===== config.mk =====
export PLATFORM = sky130hd
export DESIGN_NAME = tmr8_multimode
export DESIGN_NICKNAME = d
export VERILOG_FILES = /design/src/rtl/tmr_pkg.sv /design/src/rtl/tmr_edge_sync.sv /design/src/rtl/tmr_ctrl.sv /design/src/rtl/tmr_datapath.sv /design/src/rtl/tmr8_multimode.sv
export SDC_FILE = /design/constraint.sdc
export NUM_CORES = 1
export LEC_CHECK = 0
export ABC_AREA = 1
export BUFFER_PORTS_ARGS = -buffer_cell sky130_fd_sc_hd__buf_2
export CAP_MARGIN = 20
export CELL_PAD_IN_SITES_DETAIL_PLACEMENT = 1
export CELL_PAD_IN_SITES_GLOBAL_PLACEMENT = 2
export CORE_ASPECT_RATIO = 0.75
export CORE_MARGIN = 1.5
export CORE_UTILIZATION = 35
export CTS_CLUSTER_DIAMETER = 200
export CTS_CLUSTER_SIZE = 12
export DETAILED_ROUTE_END_ITERATION = 6
export GPL_TIMING_DRIVEN = 1
export HOLD_SLACK_MARGIN = 0.06
export PLACE_DENSITY_LB_ADDON = 0.2
export SYNTH_ARGS = -nofsm -noshare
export SYNTH_HDL_FRONTEND = slang
export SYNTH_SLANG_ARGS = --single-unit

===== constraint.sdc =====
create_clock -name clk -period 4.91 [get_ports clk]
set_input_delay 0.2455 -clock clk [delete_from_list [all_inputs] [get_ports clk]]
set_output_delay 0.2455 -clock clk [all_outputs]
set_load 0.02 [all_outputs]

===== src/rtl/tmr_pkg.sv =====
package tmr_pkg;
  localparam int TMR_W = 8;
  localparam int ADDR_W = 3;

  localparam logic [ADDR_W-1:0] ADDR_CTRL = 3'd0;
  localparam logic [ADDR_W-1:0] ADDR_CNT  = 3'd1;
  localparam logic [ADDR_W-1:0] ADDR_CMP  = 3'd2;
  localparam logic [ADDR_W-1:0] ADDR_CAP  = 3'd3;
  localparam logic [ADDR_W-1:0] ADDR_STAT = 3'd4;

  typedef enum logic [1:0] {
    MODE_INTERVAL = 2'b00,
    MODE_CAP_RISE = 2'b01,
    MODE_CAP_FALL = 2'b10,
    MODE_PWM      = 2'b11
  } tmr_mode_e;

  typedef enum logic [2:0] {
    SRC_DIV1024 = 3'b000,
    SRC_DIV256  = 3'b001,
    SRC_DIV64   = 3'b010,
    SRC_DIV8    = 3'b011,
    SRC_DIV1    = 3'b100,
    SRC_EXT_FALL = 3'b101,
    SRC_EXT_RISE = 3'b110,
    SRC_HALT    = 3'b111
  } tmr_src_e;

  // strobes from control to datapath, all single-cycle
  typedef struct packed {
    logic             cntTick;
    logic             capEvt;
    logic             cntClr;
    logic             matchPendClr;
    logic             cmpWr;
    logic [TMR_W-1:0] cmpVal;
  } tmr_strobe_t;
endpackage


===== src/rtl/tmr_edge_sync.sv =====
module tmr_edge_sync #(
  parameter int STAGES = 2
) (
  input  logic clk,
  input  logic rstN,
  input  logic pinIn,
  output logic riseEvt,
  output logic fallEvt
);
  localparam int SH_W = STAGES + 1;
  logic [SH_W-1:0] shiftQ;

  always_ff @(posedge clk or negedge rstN) begin
    if (!rstN) shiftQ <= '0;
    else       shiftQ <= {shiftQ[SH_W-2:0], pinIn};
  end

  assign riseEvt = shiftQ[STAGES-1] & ~shiftQ[STAGES];
  assign fallEvt = ~shiftQ[STAGES-1] & shiftQ[STAGES];

  assert_edge_excl_R3: assert property (@(posedge clk) disable iff (!rstN)
    !(riseEvt && fallEvt));
endmodule


===== src/rtl/tmr_ctrl.sv =====
module tmr_ctrl
  import tmr_pkg::*;
#(
  parameter int PRE_W  = 10,
  parameter int STAGES = 2
) (
  input  logic              clk,
  input  logic              rstN,
  input  logic [ADDR_W-1:0] busAddr,
  input  logic              busWrEn,
  input  logic [TMR_W-1:0]  busWdata,
  input  logic              extClkPin,
  input  logic              capPin,
  output logic [TMR_W-1:0]  ctrlReg,
  output tmr_strobe_t       strobe
);
  localparam int SH_A = PRE_W;
  localparam int SH_B = PRE_W - 2;
  localparam int SH_C = PRE_W - 4;
  localparam int SH_D = 3;
  localparam logic [PRE_W-1:0] MASK_A = PRE_W'((1 << SH_A) - 1);
  localparam logic [PRE_W-1:0] MASK_B = PRE_W'((1 << SH_B) - 1);
  localparam logic [PRE_W-1:0] MASK_C = PRE_W'((1 << SH_C) - 1);
  localparam logic [PRE_W-1:0] MASK_D = PRE_W'((1 << SH_D) - 1);
  localparam logic [TMR_W-1:0] WR_MASK = 8'hFB;
  localparam int NPINS = 2;

  logic [PRE_W-1:0] preCnt;
  logic [NPINS-1:0] pinVec, pinRise, pinFall;
  tmr_mode_e        modeSel;
  tmr_src_e         srcSel;
  logic             ctrlWr, statWr;
  logic             tickNow;

  assign pinVec  = {capPin, extClkPin};
  assign modeSel = tmr_mode_e'(ctrlReg[7:6]);
  assign srcSel  = tmr_src_e'(ctrlReg[5:3]);
  assign ctrlWr  = busWrEn && (busAddr == ADDR_CTRL);
  assign statWr  = busWrEn && (busAddr == ADDR_STAT);

  for (genvar p = 0; p < NPINS; p++) begin : g_sync
    tmr_edge_sync #(.STAGES(STAGES)) u_sync (
      .clk(clk), .rstN(rstN), .pinIn(pinVec[p]),
      .riseEvt(pinRise[p]), .fallEvt(pinFall[p])
    );
  end

  always_ff @(posedge clk or negedge rstN) begin
    if (!rstN) begin
      ctrlReg <= '0;
      preCnt  <= '0;
    end else begin
      preCnt <= preCnt + 1'b1;
      if (ctrlWr) ctrlReg <= busWdata & WR_MASK;
    end
  end

  always_comb begin
    unique case (srcSel)
      SRC_DIV1024:  tickNow = (preCnt & MASK_A) == MASK_A;
      SRC_DIV256:   tickNow = (preCnt & MASK_B) == MASK_B;
      SRC_DIV64:    tickNow = (preCnt & MASK_C) == MASK_C;
      SRC_DIV8:     tickNow = (preCnt & MASK_D) == MASK_D;
      SRC_DIV1:     tickNow = 1'b1;
      SRC_EXT_FALL: tickNow = pinFall[0];
      SRC_EXT_RISE: tickNow = pinRise[0];
      default:      tickNow = 1'b0;
    endcase
  end

  always_comb begin
    strobe.cntTick      = tickNow;
    strobe.capEvt       = ((modeSel == MODE_CAP_RISE) && pinRise[1]) ||
                          ((modeSel == MODE_CAP_FALL) && pinFall[1]);
    strobe.cntClr       = ctrlWr && busWdata[2];
    strobe.matchPendClr = statWr && !busWdata[1];
    strobe.cmpWr        = busWrEn && (busAddr == ADDR_CMP);
    strobe.cmpVal       = busWdata;
  end

  assert_halt_no_tick_R2: assert property (@(posedge clk) disable iff (!rstN)
    (srcSel == SRC_HALT) |-> !strobe.cntTick);
  assert_clr_bit_reads0_R8: assert property (@(posedge clk) disable iff (!rstN)
    ctrlWr |=> (ctrlReg[2] == 1'b0));
  assert_cap_only_in_cap_mode_R5: assert property (@(posedge clk) disable iff (!rstN)
    strobe.capEvt |-> (modeSel == MODE_CAP_RISE || modeSel == MODE_CAP_FALL));
endmodule


===== src/rtl/tmr_datapath.sv =====
module tmr_datapath
  import tmr_pkg::*;
(
  input  logic             clk,
  input  logic             rstN,
  input  tmr_mode_e        modeSel,
  input  logic             ovfAck,
  input  tmr_strobe_t      strobe,
  output logic [TMR_W-1:0] cntReg,
  output logic [TMR_W-1:0] cmpReg,
  output logic [TMR_W-1:0] capReg,
  output logic             ovfPend,
  output logic             matchPend,
  output logic             timerOut
);
  localparam logic [TMR_W-1:0] CNT_MAX = '1;

  logic toggleQ;
  logic isMatch, matchEvt, ovfEvt;

  assign isMatch  = (modeSel == MODE_INTERVAL) && (cntReg == cmpReg);
  assign matchEvt = strobe.capEvt ||
                    (strobe.cntTick && !strobe.cntClr && isMatch);
  assign ovfEvt   = strobe.cntTick && !strobe.cntClr && !isMatch &&
                    (cntReg == CNT_MAX);

  always_ff @(posedge clk or negedge rstN) begin
    if (!rstN) begin
      cntReg    <= '0;
      cmpReg    <= CNT_MAX;
      capReg    <= '0;
      toggleQ   <= 1'b0;
      ovfPend   <= 1'b0;
      matchPend <= 1'b0;
    end else begin
      if (strobe.capEvt) capReg <= cntReg;
      if (strobe.cntClr) cntReg <= '0;
      else if (strobe.cntTick) begin
        if (isMatch) begin
          cntReg  <= '0;
          toggleQ <= ~toggleQ;
        end else begin
          cntReg <= cntReg + 1'b1;
        end
      end
      if (strobe.cmpWr) cmpReg <= strobe.cmpVal;
      if (matchEvt)                 matchPend <= 1'b1;
      else if (strobe.matchPendClr) matchPend <= 1'b0;
      if (ovfEvt)      ovfPend <= 1'b1;
      else if (ovfAck) ovfPend <= 1'b0;
    end
  end

  assign timerOut = (modeSel == MODE_PWM) ? (cntReg < cmpReg) : toggleQ;

  assert_clr_zero_R8: assert property (@(posedge clk) disable iff (!rstN)
    strobe.cntClr |=> (cntReg == '0));
  assert_hold_no_tick_R2: assert property (@(posedge clk) disable iff (!rstN)
    (!strobe.cntTick && !strobe.cntClr) |=> $stable(cntReg));
  assert_interval_match_R4: assert property (@(posedge clk) disable iff (!rstN)
    (strobe.cntTick && !strobe.cntClr && modeSel == MODE_INTERVAL &&
     cntReg == cmpReg) |=> (cntReg == '0 && matchPend && toggleQ != $past(toggleQ)));
  assert_wrap_sets_ovf_R7: assert property (@(posedge clk) disable iff (!rstN)
    (strobe.cntTick && !strobe.cntClr && modeSel != MODE_INTERVAL &&
     cntReg == CNT_MAX) |=> (cntReg == '0 && ovfPend));
  assert_pend_sticky_R9: assert property (@(posedge clk) disable iff (!rstN)
    (matchPend && !strobe.matchPendClr) |=> matchPend);
  assert_capture_latch_R5: assert property (@(posedge clk) disable iff (!rstN)
    strobe.capEvt |=> (capReg == $past(cntReg) && matchPend));
endmodule


===== src/rtl/tmr8_multimode.sv =====
module tmr8_multimode
  import tmr_pkg::*;
#(
  parameter int PRE_W  = 10,
  parameter int STAGES = 2
) (
  input  logic              clk,
  input  logic              rstN,
  input  logic [ADDR_W-1:0] busAddr,
  input  logic              busWrEn,
  input  logic [TMR_W-1:0]  busWdata,
  output logic [TMR_W-1:0]  busRdata,
  input  logic              extClkPin,
  input  logic              capPin,
  input  logic              ovfAck,
  output logic              timerOut,
  output logic              ovfIrq,
  output logic              matchIrq
);
  logic [TMR_W-1:0] ctrlReg, cntReg, cmpReg, capReg;
  logic             ovfPend, matchPend;
  tmr_strobe_t      strobe;

  tmr_ctrl #(.PRE_W(PRE_W), .STAGES(STAGES)) u_ctrl (
    .clk(clk), .rstN(rstN), .busAddr(busAddr), .busWrEn(busWrEn),
    .busWdata(busWdata), .extClkPin(extClkPin), .capPin(capPin),
    .ctrlReg(ctrlReg), .strobe(strobe)
  );

  tmr_datapath u_dp (
    .clk(clk), .rstN(rstN), .modeSel(tmr_mode_e'(ctrlReg[7:6])),
    .ovfAck(ovfAck), .strobe(strobe), .cntReg(cntReg), .cmpReg(cmpReg),
    .capReg(capReg), .ovfPend(ovfPend), .matchPend(matchPend),
    .timerOut(timerOut)
  );

  assign matchIrq = matchPend & ctrlReg[1];
  assign ovfIrq   = ovfPend & ctrlReg[0];

  always_comb begin
    unique case (busAddr)
      ADDR_CTRL: busRdata = ctrlReg;
      ADDR_CNT:  busRdata = cntReg;
      ADDR_CMP:  busRdata = cmpReg;
      ADDR_CAP:  busRdata = capReg;
      ADDR_STAT: busRdata = {6'b0, matchPend, ovfPend};
      default:   busRdata = '0;
    endcase
  end

  assert_irq_gate_R10: assert property (@(posedge clk) disable iff (!rstN)
    (!ctrlReg[1] |-> !matchIrq) and (!ctrlReg[0] |-> !ovfIrq));
endmodule


==> summary.md <==
| Metric | Value |
|---|---|
| Peak Freq | 426.4 MHz |
| HP Class | in2async |
| Status | completed |
| IO Pins | 28 |
| Vias post-DR | 2210 |
| Vias per cell | 4.825 |
| Crit-path max FO | 3 |
| Flops & latches, synth | 50 |
| CP startpoint kind | flop |
| Reg2reg start | u_dp.cmpReg[7] |
| Max Cap Viol | 0 |
| Clk root buf | clkbuf_8 |
| Die H | 78.75 um |
| Grt total ovfl | 0 |
| Die Wd | 104.0 um |
| Setup TNS | 0 ns |
| Placer Congestion | 0.8093 |
| Layout area overhead | 13.69% |
| Routed wire length | 6745 um |
| Worst vdd ir | 0.0001355 V |
| Worst Reg2Reg Path Length in Cells | 9 |
| Buffers on Ports | 27 |
| WP data required | 4.66 ns |
| Postcts setup bufs | 0 |
| Reg2Reg Setup Slack | 2.95 ns |
| Final Instance Area | 3044 um2 |
| Slew margin rel. | 38.35% |
| Yosys warns | 0 |
| Setup WS post-layout | 2.565 ns |
| Ant. Diodes | 0 |
| Post-Synthesis Cells | 322 |
| Global-route wire length before repair | 11320 um |
| Netlist Area Pre-Place | 2678 um2 |
| CP Capture Type | output port |
| CTS clk-pin slew, worst paths | 0.11 ns |
| Seq/Total Area, Yosys | 47.10% |
| Pre-Repair DR Iteration Count | 4 |
| Yosys cell types | 31 |
| Layout cell share with drive strength beyond 1 | 17.09% |
| Tmin final | 2.345 ns |
| Kind of critical path | reg2out |
| Pwr Density | 382.6 nW/um2 |
| Worst-path cell chain | inv_1 -> ha_1 -> a21oi_1 -> o21ai_0 -> nand2_1 -> o211ai_1 -> o21ai_0 -> buf_2 |
| DP Worst Slack | 2.953 ns |
| Pleak | 1.517 nW |
| Final setup vio count | 0 |
| TritonCTS Sinks | 50 |
| Fin crit share | 47.77% |
| Top cell by count, worst path | o21ai_0 |
| Initial Utilization | 36.36% |
| Routed len/inst | 14.73 um |
| Data arrival time of the worst path | 2.10 ns |
| Antenna violations before repair | 0 |
| Placed cell area | 2925 um2 |
| RSZ-0062 raised after global routing | no |
| Post-DRT Antenna Nets | 0 |
| Total CTS buffers | 5 |
| Slew Limit Fails | 0 |
| Layout Nets | 384 |
| Reg2reg end | u_dp.toggleQ |
| Drt initial violations | 80 |
| Worst stage delay on the critical path | 0.56 ns |
| Dpl hpwl | 5230 um |
| Clk buf depth | 2 |
| Final Hold Vio Count | 0 |
| Worst-Margin Slew | 0.9178 ns |
| Average size of a mapped cell | 8.315 um2 |
| Fillers | 923 |
| Synth Net Count | 350 |
| Slowest-stage cell, CP | dfstp_2 |
| Row count | 27 |
| CTS tree | done |
| Die area | 8189 um2 |
| Vias in the first global route | 2184 |
| Clock latency on the worst-skew pair | 0.31 ns |
| Setup Skew | 0.01152 ns |
| Core footprint | 7365 um2 |
| Total power draw | 1.165 mW |
| Total GRT Usage | 17.94% |
| Htree depth | 2 |
| Residual DRC | 0 |
| Largest net degree at the start of global routing | 51 |
-- sequential cells by signal, summed over array words and instances (netlist names) --
name and count:
u_dp.cntReg 8, u_ctrl.ctrlReg 7, u_ctrl.preCnt 10, u_dp.toggleQ 1, u_dp.capReg 8, u_ctrl.g_sync.u_sync.shiftQ 6
u_dp.ovfPend 1, u_dp.cmpReg 8, u_dp.matchPend 1
-- cell usage in the layout, fill, tap and decap left out, types with 8 or more instances in the layout --
master / n
nand2_1: 92
inv_1: 44
dfrtp_1: 42
o21ai_0: 28
buf_2: 27
nor2_1: 20
nand3_1: 15
nand4_1: 13
ha_1: 11
dfstp_2: 8
-- worst max-delay path: cells and delay by family (launching register included) --
kind,cells,cell delay [ns]
AO/OA/AOI/OAI,4,0.60
adder cells (fa/ha/maj),1,0.28
buffers and inverters,2,0.25
flip-flops,1,0.56
AND/OR/NAND/NOR,1,0.10
-- how the worst max path moves through the flow --
stage | startpoint | to | slack, ns
after floorplan | u_dp.cmpReg[1] | timerOut | 3.03
after global placement | u_dp.cmpReg[1] | timerOut | 2.97
after detailed placement | u_dp.cmpReg[1] | timerOut | 2.95
after CTS | u_dp.cmpReg[1] | timerOut | 2.57
after global routing | u_dp.cmpReg[1] | timerOut | 2.36
final | u_dp.cmpReg[1] | timerOut | 2.56
-- per-layer routing --
metal	global-route usage (%)	up-vias	share of wire, %
li1	-	1111	-
met1	26.20	1055	55
met2	27.55	40	41
met3	3.941	4	3.1
met4	3.333	0	0.67
met5	0	-	0
-- layout make-up --
cell class                      count  area [um2]  area share (%)
Clock buffer                        6       82.58           2.713
Clock inverter                      2       16.27          0.5343
Inverter                           49       193.9           6.371
Multi-Input combinational cell    220        1201           39.46
Sequential cell                    50        1261           41.43
Tap cell                          101       126.4           4.151
Timing Repair Buffer               30       162.7           5.343
-- timing repair --
item / in CTS / in global routing
resized for setup: 0 / 0
setup endpoints to repair: 0 / 0
endpoints found under the hold margin: 2 / 0
hold buffers: 2 / 0
-- cells in the mapped netlist, drive strengths merged --
library cell  count  area share [%]
nand2            97              15
inv              49             7.2
dfrtp            42              39
o21ai            33             6.3
nor2             24             4.6
nand3            17             3.8
nand4            13             3.0
ha               11             5.1
dfstp             8             7.9
xor2              6             2.0
o2111ai           5             1.6
a21oi             4            0.75
xnor2             4             1.3
buf               3            0.79
nor3              2            0.37
o211ai            2            0.56
o31ai             2            0.56
-- logic make-up after synthesis --
logic type,share of synthesized area (%)
flip-flops,47.10
adder cells (fa/ha/maj),5.140
AO/OA/AOI/OAI,9.813
buffers and inverters,8.038
XOR/XNOR,3.271
AND/OR/NAND/NOR,26.64
-- per-stage QoR --
| stage | cells | utilization, % | hold slack (ns) |
|---|---|---|---|
| 2_1_floorplan | 322 | - | -0.05009 |
| 3_3_place_gp | 448 | 39.72 | 0.3326 |
| 3_5_place_dp | 448 | 39.72 | 0.3386 |
| 4_1_cts | 458 | 41.34 | 0.06281 |
| 5_1_grt | 458 | 41.34 | 0.07261 |
| 6_report | 458 | 41.34 | 0.02910 |
-- where the power goes --
part / internal [mW] / switching, mW
Combinational: 0.115 / 0.211
Sequential: 0.494 / 0.0773
Clock: 0.116 / 0.151
Power figures use the tool's default switching activity.
